### src/rtl/supv_pkg.sv
package supv_pkg;

    // bit positions inside the shared synchronizer vector
    localparam int SY_SCL   = 0;
    localparam int SY_SDA   = 1;
    localparam int SY_VMAIN = 2;
    localparam int SY_MRST  = 3;
    localparam int SY_VAUX  = 4;
    localparam int SY_WPROT = 5;
    localparam int SY_W     = 6;

    // idle values: bus lines high, supply bad, no manual request, protected
    localparam logic [SY_W-1:0] SY_IDLE = 6'b101011;

    function automatic int max4(input int a, input int b, input int c, input int d);
        int m;
        m = a;
        if (b > m) m = b;
        if (c > m) m = c;
        if (d > m) m = d;
        return m;
    endfunction

endpackage

### src/rtl/supv_sync.sv
module supv_sync #(
    parameter int              W      = 1,
    parameter int              STAGES = 2,
    parameter logic [W-1:0]    RST_V  = '0
) (
    input  logic         clk,
    input  logic         rst_n,
    input  logic [W-1:0] din,
    output logic [W-1:0] dout
);

    logic [STAGES-1:0][W-1:0] pipe_q;

    for (genvar s = 0; s < STAGES; s++) begin : g_stage
        if (s == 0) begin : g_first
            always_ff @(posedge clk or negedge rst_n) begin
                if (!rst_n) pipe_q[0] <= RST_V;
                else        pipe_q[0] <= din;
            end
        end else begin : g_next
            always_ff @(posedge clk or negedge rst_n) begin
                if (!rst_n) pipe_q[s] <= RST_V;
                else        pipe_q[s] <= pipe_q[s-1];
            end
        end
    end

    assign dout = pipe_q[STAGES-1];

endmodule

### src/rtl/supv_holdoff.sv
module supv_holdoff #(
    parameter int CW = 8
) (
    input  logic          clk,
    input  logic          rst_n,
    input  logic          hold_bad,
    input  logic [CW-1:0] hold_lim,
    output logic          rst_act
);

    typedef struct packed {
        logic          act;
        logic [CW-1:0] cnt;
    } ho_t;

    ho_t st_d, st_q;

    always_comb begin
        st_d = st_q;
        if (hold_bad) begin
            st_d.act = 1'b1;
            st_d.cnt = '0;
        end else if (st_q.act) begin
            if (st_q.cnt == hold_lim - CW'(1)) begin
                st_d.act = 1'b0;
                st_d.cnt = '0;
            end else begin
                st_d.cnt = st_q.cnt + CW'(1);
            end
        end
    end

    always_ff @(posedge clk or negedge rst_n) begin
        if (!rst_n) st_q <= '{act: 1'b1, cnt: '0};
        else        st_q <= st_d;
    end

    assign rst_act = st_q.act;

endmodule

### src/rtl/supv_wdog.sv
module supv_wdog #(
    parameter int WDT_CYC = 200,
    localparam int WW = $clog2(WDT_CYC + 1)
) (
    input  logic clk,
    input  logic rst_n,
    input  logic clr,
    input  logic scl_s,
    input  logic sda_s,
    output logic kick,
    output logic expired
);

    typedef struct packed {
        logic          scl_p;
        logic          sda_p;
        logic          armed;
        logic          wdo;
        logic [WW-1:0] cnt;
    } wd_t;

    wd_t  st_d, st_q;
    logic scl_fall, sda_fall, sda_rise, stop_c;

    always_comb begin
        scl_fall = st_q.scl_p & ~scl_s;
        sda_fall = st_q.sda_p & ~sda_s;
        sda_rise = ~st_q.sda_p & sda_s;
        stop_c   = sda_rise & scl_s & st_q.scl_p;
        kick     = st_q.armed & stop_c;

        st_d       = st_q;
        st_d.scl_p = scl_s;
        st_d.sda_p = sda_s;
        if (scl_fall && sda_fall) st_d.armed = 1'b1;
        else if (stop_c)          st_d.armed = 1'b0;

        if (clr || kick) begin
            st_d.cnt = '0;
            st_d.wdo = 1'b0;
        end else if (st_q.cnt == WW'(WDT_CYC - 1)) begin
            st_d.wdo = 1'b1;
        end else begin
            st_d.cnt = st_q.cnt + WW'(1);
        end
    end

    always_ff @(posedge clk or negedge rst_n) begin
        if (!rst_n) st_q <= '{scl_p: 1'b1, sda_p: 1'b1, armed: 1'b0, wdo: 1'b0, cnt: '0};
        else        st_q <= st_d;
    end

    assign expired = st_q.wdo;

endmodule

### src/rtl/supv_ctrl.sv
module supv_ctrl
    import supv_pkg::*;
#(
    parameter int HOLD_0  = 10,
    parameter int HOLD_1  = 20,
    parameter int HOLD_2  = 40,
    parameter int HOLD_3  = 80,
    parameter int WDT_CYC = 200
) (
    input  logic       clk,
    input  logic       rst_n,
    input  logic       vmain_ok,
    input  logic       vaux_ok,
    input  logic       mrst_n,
    input  logic       wprot,
    input  logic       scl,
    input  logic       sda,
    input  logic [1:0] hold_sel,
    output logic       rst_o,
    output logic       rst_no,
    output logic       wdog_no,
    output logic       aux_fail_no,
    output logic       wr_en
);

    localparam int CW = $clog2(max4(HOLD_0, HOLD_1, HOLD_2, HOLD_3) + 1);

    logic [SY_W-1:0] raw, syn;
    logic            vmain_s, mrst_s, vaux_s, wprot_s, scl_s, sda_s;
    logic [CW-1:0]   hold_lim;
    logic            rst_q, kick, wd_exp;

    always_comb begin
        raw           = '0;
        raw[SY_SCL]   = scl;
        raw[SY_SDA]   = sda;
        raw[SY_VMAIN] = vmain_ok;
        raw[SY_MRST]  = mrst_n;
        raw[SY_VAUX]  = vaux_ok;
        raw[SY_WPROT] = wprot;
    end

    supv_sync #(.W(SY_W), .STAGES(2), .RST_V(SY_IDLE)) sync_i (
        .clk  (clk),
        .rst_n(rst_n),
        .din  (raw),
        .dout (syn)
    );

    assign scl_s   = syn[SY_SCL];
    assign sda_s   = syn[SY_SDA];
    assign vmain_s = syn[SY_VMAIN];
    assign mrst_s  = syn[SY_MRST];
    assign vaux_s  = syn[SY_VAUX];
    assign wprot_s = syn[SY_WPROT];

    always_comb begin
        unique case (hold_sel)
            2'd0:    hold_lim = CW'(HOLD_0);
            2'd1:    hold_lim = CW'(HOLD_1);
            2'd2:    hold_lim = CW'(HOLD_2);
            default: hold_lim = CW'(HOLD_3);
        endcase
    end

    supv_holdoff #(.CW(CW)) hold_i (
        .clk     (clk),
        .rst_n   (rst_n),
        .hold_bad(~vmain_s | ~mrst_s),
        .hold_lim(hold_lim),
        .rst_act (rst_q)
    );

    supv_wdog #(.WDT_CYC(WDT_CYC)) wd_i (
        .clk    (clk),
        .rst_n  (rst_n),
        .clr    (rst_q),
        .scl_s  (scl_s),
        .sda_s  (sda_s),
        .kick   (kick),
        .expired(wd_exp)
    );

    assign rst_o       = rst_q;
    assign rst_no      = ~rst_q;
    assign wdog_no     = ~wd_exp;
    assign aux_fail_no = vaux_s;
    assign wr_en       = ~wprot_s & ~rst_q;

endmodule


### config.mk
export PLATFORM = sky130hd
export DESIGN_NAME = supv_ctrl
export DESIGN_NICKNAME = d
export VERILOG_FILES = /design/src/rtl/supv_pkg.sv /design/src/rtl/supv_sync.sv /design/src/rtl/supv_holdoff.sv /design/src/rtl/supv_wdog.sv /design/src/rtl/supv_ctrl.sv
export SDC_FILE = /design/constraint.sdc
export NUM_CORES = 1
export LEC_CHECK = 0
export ABC_AREA = 1
export BUFFER_PORTS_ARGS = -buffer_cell sky130_fd_sc_hd__buf_2
export CAP_MARGIN = 40
export CORE_UTILIZATION = 35
export DETAILED_ROUTE_END_ITERATION = 10
export HOLD_SLACK_MARGIN = 0.03
export SYNTH_ARGS = -nofsm -noshare
export SYNTH_HDL_FRONTEND = slang
export SYNTH_SLANG_ARGS = --single-unit
### constraint.sdc
create_clock -name clk -period 1.4 [get_ports clk]
set_input_delay 0.28 -clock clk [delete_from_list [all_inputs] [get_ports clk]]
set_output_delay 0.28 -clock clk [all_outputs]
set_load 0.02 [all_outputs]
; Word-level counts from Yosys, hierarchy flattened
; Index checks and enable logic that the tools add are counted.
[classes]
addsub = 3
n_eq_ne = 5
n_mux = 10
n_bitwise = 16
n_reduce_logical = 6
[ops]
columns = cell, n
row1 = $mux W8, 3
row2 = $pmux W7 S3, 1
row3 = $mux W9, 1
row4 = $add A8 B1 Y8 const B, 1
row5 = $eq A8 B8 Y1 const B, 1
row6 = $not A1 Y1, 8
row7 = $add A7 B1 Y7 const B, 1
row8 = $and A1 B1 Y1, 7
row9 = $eq A7 B7 Y1, 1
row10 = $mux W7, 1
row11 = $sub A7 B1 Y7 const B, 1
row12 = $reduce_bool A2 Y1, 3
row13 = $mux W1, 4
row14 = $eq A2 B1 Y1 const B, 1
row15 = $eq A2 B2 Y1 const B, 1
row16 = $logic_not A2 Y1, 1
row17 = $ne A2 B1 Y1 const B, 1
row18 = $logic_and A1 B1 Y1, 1
row19 = $logic_or A1 B1 Y1, 1
row20 = $or A1 B1 Y1, 1
[word_totals]
regBits = 32
in_bits = 10
output_inout_bits = 5
wordCells = 49

; Depth between registers and ports, before layout
[depth]
word_depth = 7
depth_mapped = 11
mapped_depth_nobuf = 11

; By module
; A second synthesis with hierarchy kept.
[hier_totals]
hier_cells = 211
area_unflattened_um2 = 1715.4
[modules_own_cells]
columns = mod, instances, cells_per_inst, area_per_inst_um2, seq_area_each_um2
row1 = supv_holdoff, 1, 110, 711.9, 201.4
row2 = supv_wdog, 1, 70, 596.8, 302.8
row3 = supv_sync, 1, 18, 355.3, 310.3
row4 = supv_ctrl, 1, 13, 51.3, 0.0

; Worst setup path before layout
; Ideal clock, no wire load.
[synth_path]
path_type = in2reg
from = input hold_sel[0]
to = register hold_i.st_q[5] in the netlist's numbering
setup_time_ps = 117
t_arrival_ps = 1150
required_time_ps = 1283
slack_ps = 133
stages = 10
n_path_buf = 0
path_cell_list = inv_1 > ha_1 > nand2_1 > inv_1 > nor2_1 > nand3_1 > nor2_1 > nand2_2 > nand3_1 > nand2_1
[synth_via]
elab_chain_cells = 7
word_cells_on_any_way = 9
classes_between = add/sub: 1 / eq/ne: 3 / mux: 4 / reduce/logical: 1
[synth_rtl]
columns = element, line_no
row1 = from (decl), supv_ctrl.sv:18  ; input logic [1:0] hold_sel,
row2 = $eq A2 B2 Y1 (tied with other cells), supv_ctrl.sv:58  ; unique case (hold_sel)
row3 = $pmux W7 S3 *, supv_ctrl.sv:58
row4 = $sub A7 B1 Y7 *, supv_holdoff.sv:24  ; if (st_q.cnt == hold_lim - CW'(1)) begin
row5 = $eq A7 B7 Y1 *, supv_holdoff.sv:24
row6 = $mux W7 *, supv_holdoff.sv:24
row7 = $mux W8 *, supv_holdoff.sv:23  ; end else if (st_q.act) begin
row8 = $mux W8 *, supv_holdoff.sv:20  ; if (hold_bad) begin
row9 = to (signal assigned), supv_holdoff.sv:34  ; if (!rst_n) st_q <= '{act: 1'b1, cnt: '0};
row10 = to (signal assigned), supv_holdoff.sv:35  ; else st_q <= st_d;
row11 = to (decl), supv_holdoff.sv:16  ; ho_t st_d, st_q;
; Every way passes the cells marked *; elsewhere a longest branch is shown, timed or not. The select of a mux whose other input is x is not followed.
; A chain may end at the register's enable or synchronous reset.

; Final worst setup path
[layout_path]
from = register hold_i.st_q (netlist bit hold_i.rst_act)
to = output wr_en
[layout_via]
elab_chain_cells = 2
[layout_rtl]
columns = element, line_no
row1 = $not A1 Y1, supv_ctrl.sv:88  ; assign wr_en = ~wprot_s & ~rst_q;
row2 = $and A1 B1 Y1, supv_ctrl.sv:88
row3 = to (decl), supv_ctrl.sv:23  ; output logic wr_en
; No other way between the ends.

==> key figures <==
Synthesis
  • Synth Cell Area: 0.001520 mm²
  • Main area contributors after synthesis: dfrtp_1, dfstp_2, nand2_1
  • #FFs+latches synth: 32
  • Yosys top cell by area: dfrtp_1
  • Sequential area share after synthesis: 0.5358
  • Mapped Cells: 177
  • Synthesized Nets: 194
  • Netlist cell types: 22
  • Post-synth top area share: 0.3457
  • Syn Area/Cell: 8.589 µm²
  • Synth warnings: 0

Timing
  • Slew at the pin with the worst max-slew slack: 0.4134 ns
  • RSZ-0062 raised after global routing: true
  • Clk_skew: 0.009976 ns
  • FMAX: 0.7376 GHz
  • Final hold vios: 0
  • Final setup viols: 0
  • Pins Over Slew Limit: 0
  • Clock period minus final worst setup slack: between 1 and 1.5 ns
  • Slew margin rel.: 0.7234
  • Fin crit share: 0.9684

Critical path
  • Reg2reg start: wd_i.st_q[0]
  • Setup CP Type: flop to output port
  • CP Launch Type: flop
  • Max FO, Critical Path: 4
  • Arr. time, crit path: 1.08 ns
  • Required time of the critical path: 1.12 ns
  • Crit path from: hold_i.rst_act
  • Critical path endpoint category: output port

Hold path
  • Min-Delay Path Class: input port to flop
  • Hold wc startpoint: scl

Route
  • Vias per inst: 4.486
  • Post-route DRC: 0
  • Starting DRT DRC Count: 27
  • Post-DRT Antenna Nets: 0
  • Total Wirelength: roughly 2600 µm
  • Via count: 1144
  • First-pass iteration count of the detailed router: 4
  • Wirelength per Cell: 10.36 µm

Finish
  • Syn-to-layout area delta: 20.91%
  • # nets final: 221
  • Share of cells above drive strength 1: 0.2488
  • Final Util: 0.4498
  • Ant diodes: 0
  • Fill cells: approximately 420

Floorplan
  • Total core area: 0.004086 mm²
  • Initial Util: 0.3720
  • Die area: approximately 0.0046 mm²
  • IO Pins: 15
  • Die width: 67.91 µm
  • Rows: 23
  • Die H: 67.91 µm

Clocking
  • Maximum level of the CTS H-tree: 2
  • Worst skew pair latency: 0.28 ns
  • Cts bufs inserted: 5
  • Clock transition at path regs: 0.07 ns
  • Root Buffer: clkbuf_8
  • CTS max path bufs: 2
  • Sink Count: 32
  • TritonCTS clock tree: yes

Place
  • DP Wirelength: 1860 µm
  • Port Buf Inserts: 14
  • RePlAce Congestion: 0.7744

GRT
  • First-pass GRT wire length: around 4500 µm
  • Vias in the first global route: 1015
  • Tot GR Track Use: 0.1338
  • Grt ovf: 0
  • Largest net degree at the start of global routing: 33
  • Initial antenna violation count: 0

Pwr
  • Worst VDD drop: 0.9056 mV
  • Total power of the final layout: 1938 µW
  • Power Density: 1054 mW/mm²
  • Leakage power: just under 0.0009 µW

Flow run
  • Max-cap violations: 0

Outcome
  • Outcome: complete, no violations
critical path, cell delays in order, from the launching register on:
cell	delay (ns)
dfstp_2	0.59
nor2_2	0.05
buf_4	0.15
cells in the final DEF, fill, tap and decap left out, drive strengths merged, types with 2 or more instances in the layout:
master / instances
nand2: 47
ha: 7
xor2: 2
buf: 22
o21ai: 5
xnor2: 2
dfstp: 11
inv: 23
nor3: 2
nor2: 28
dfrtp: 21
nand3: 16
nand4: 2
a21oi: 4
clkbuf: 5
per-stage QoR:
step           cells  instance area, µm²  setup WS, ns  hold slack (ns)   TNS, ns
4_1_cts          255                1819       0.03632          0.08077         0
3_3_place_gp     245                1690      -0.08711           0.3169   -0.5002
3_5_place_dp     245                1690       -0.1195           0.3160   -0.7688
5_1_grt          255                1838      -0.01971          0.07304  -0.03730
2_1_floorplan    177                1520        0.1329         -0.01559         0
6_report         255                1838       0.04426          0.09273         0
worst paths after layout:
kind                               endpoint  slack (ns)  cells after the start
min reg2reg                  sync_i.dout[5]        0.35                      0
max                                   wr_en        0.04                      2
max in group asynchronous  sync_i.pipe_q[3]        0.53                      3
min                        sync_i.pipe_q[0]        0.09                      1
max reg2reg                    wd_i.st_q[2]        0.11                      6
min in group asynchronous      wd_i.expired        0.55                      3
registers in the layout, indices dropped and copies added (netlist names):
signal / count
hold_i.rst_act: 1
hold_i.st_q: 7
sync_i.dout: 6
sync_i.pipe_q: 6
wd_i.expired: 1
wd_i.st_q: 11
report_power, final:
group	internal, µW	leakage (µW)	switching [µW]
sequential	966	0.000397	14.8
clock	526	0.0000541	331
combinational	41.8	0.000427	58.8
total	1530	0.000878	405
metal layers:
metal | vias to the layer above | wire [µm] | global-route usage
met3 | 4 | 97 | 0.04833
met2 | 16 | 1128 | 0.1869
li1 | 601 | - | -
met1 | 523 | 1387 | 0.1894
met4 | 0 | 31 | 0.04688
met5 | - | 0 | 0
cells in the mapped netlist (all sizes together):
cell type  count
nand2         47
nor2          28
inv           23
dfrtp         21
nand3         16
dfstp         11
ha             7
o21ai          5
a21oi          4
buf            3
nand4          2
nor3           2
xnor2          2
xor2           2
a32o           1
and3           1
o211ai         1
or2            1
what timing repair did:
action                                  CTS  global route
pin swaps                                 0             0
hold buffers                              1             0
hold endpoints to repair                 21             0
setup buffers                             1             0
endpoints found under the setup margin    1             2
resized for setup                         0             8
cells by family (layout without fill, tap and decap cells):
family | after synthesis | after routing | synth area share
simple gates | 97 | 97 | 0.2757
flops | 32 | 32 | 0.5358
buf+inv | 26 | 54 | 0.06666
compound gates | 11 | 11 | 0.04115
fa+ha+maj | 7 | 7 | 0.05761
xor+xnor | 4 | 4 | 0.02305
area by class of cell:
type / instances / area, µm² / share of cell area
timing repair buffer: 23 / 148.9 / 0.08101
tap: 50 / 62.56 / 0.03404
sequential: 32 / 814.5 / 0.4432
multi-input combinational: 119 / 614.3 / 0.3342
clock inverter: 3 / 42.54 / 0.02315
inverter: 23 / 86.33 / 0.04697
clock buffer: 5 / 68.82 / 0.03744
Note: power is estimated with default switching activity, not from simulation.
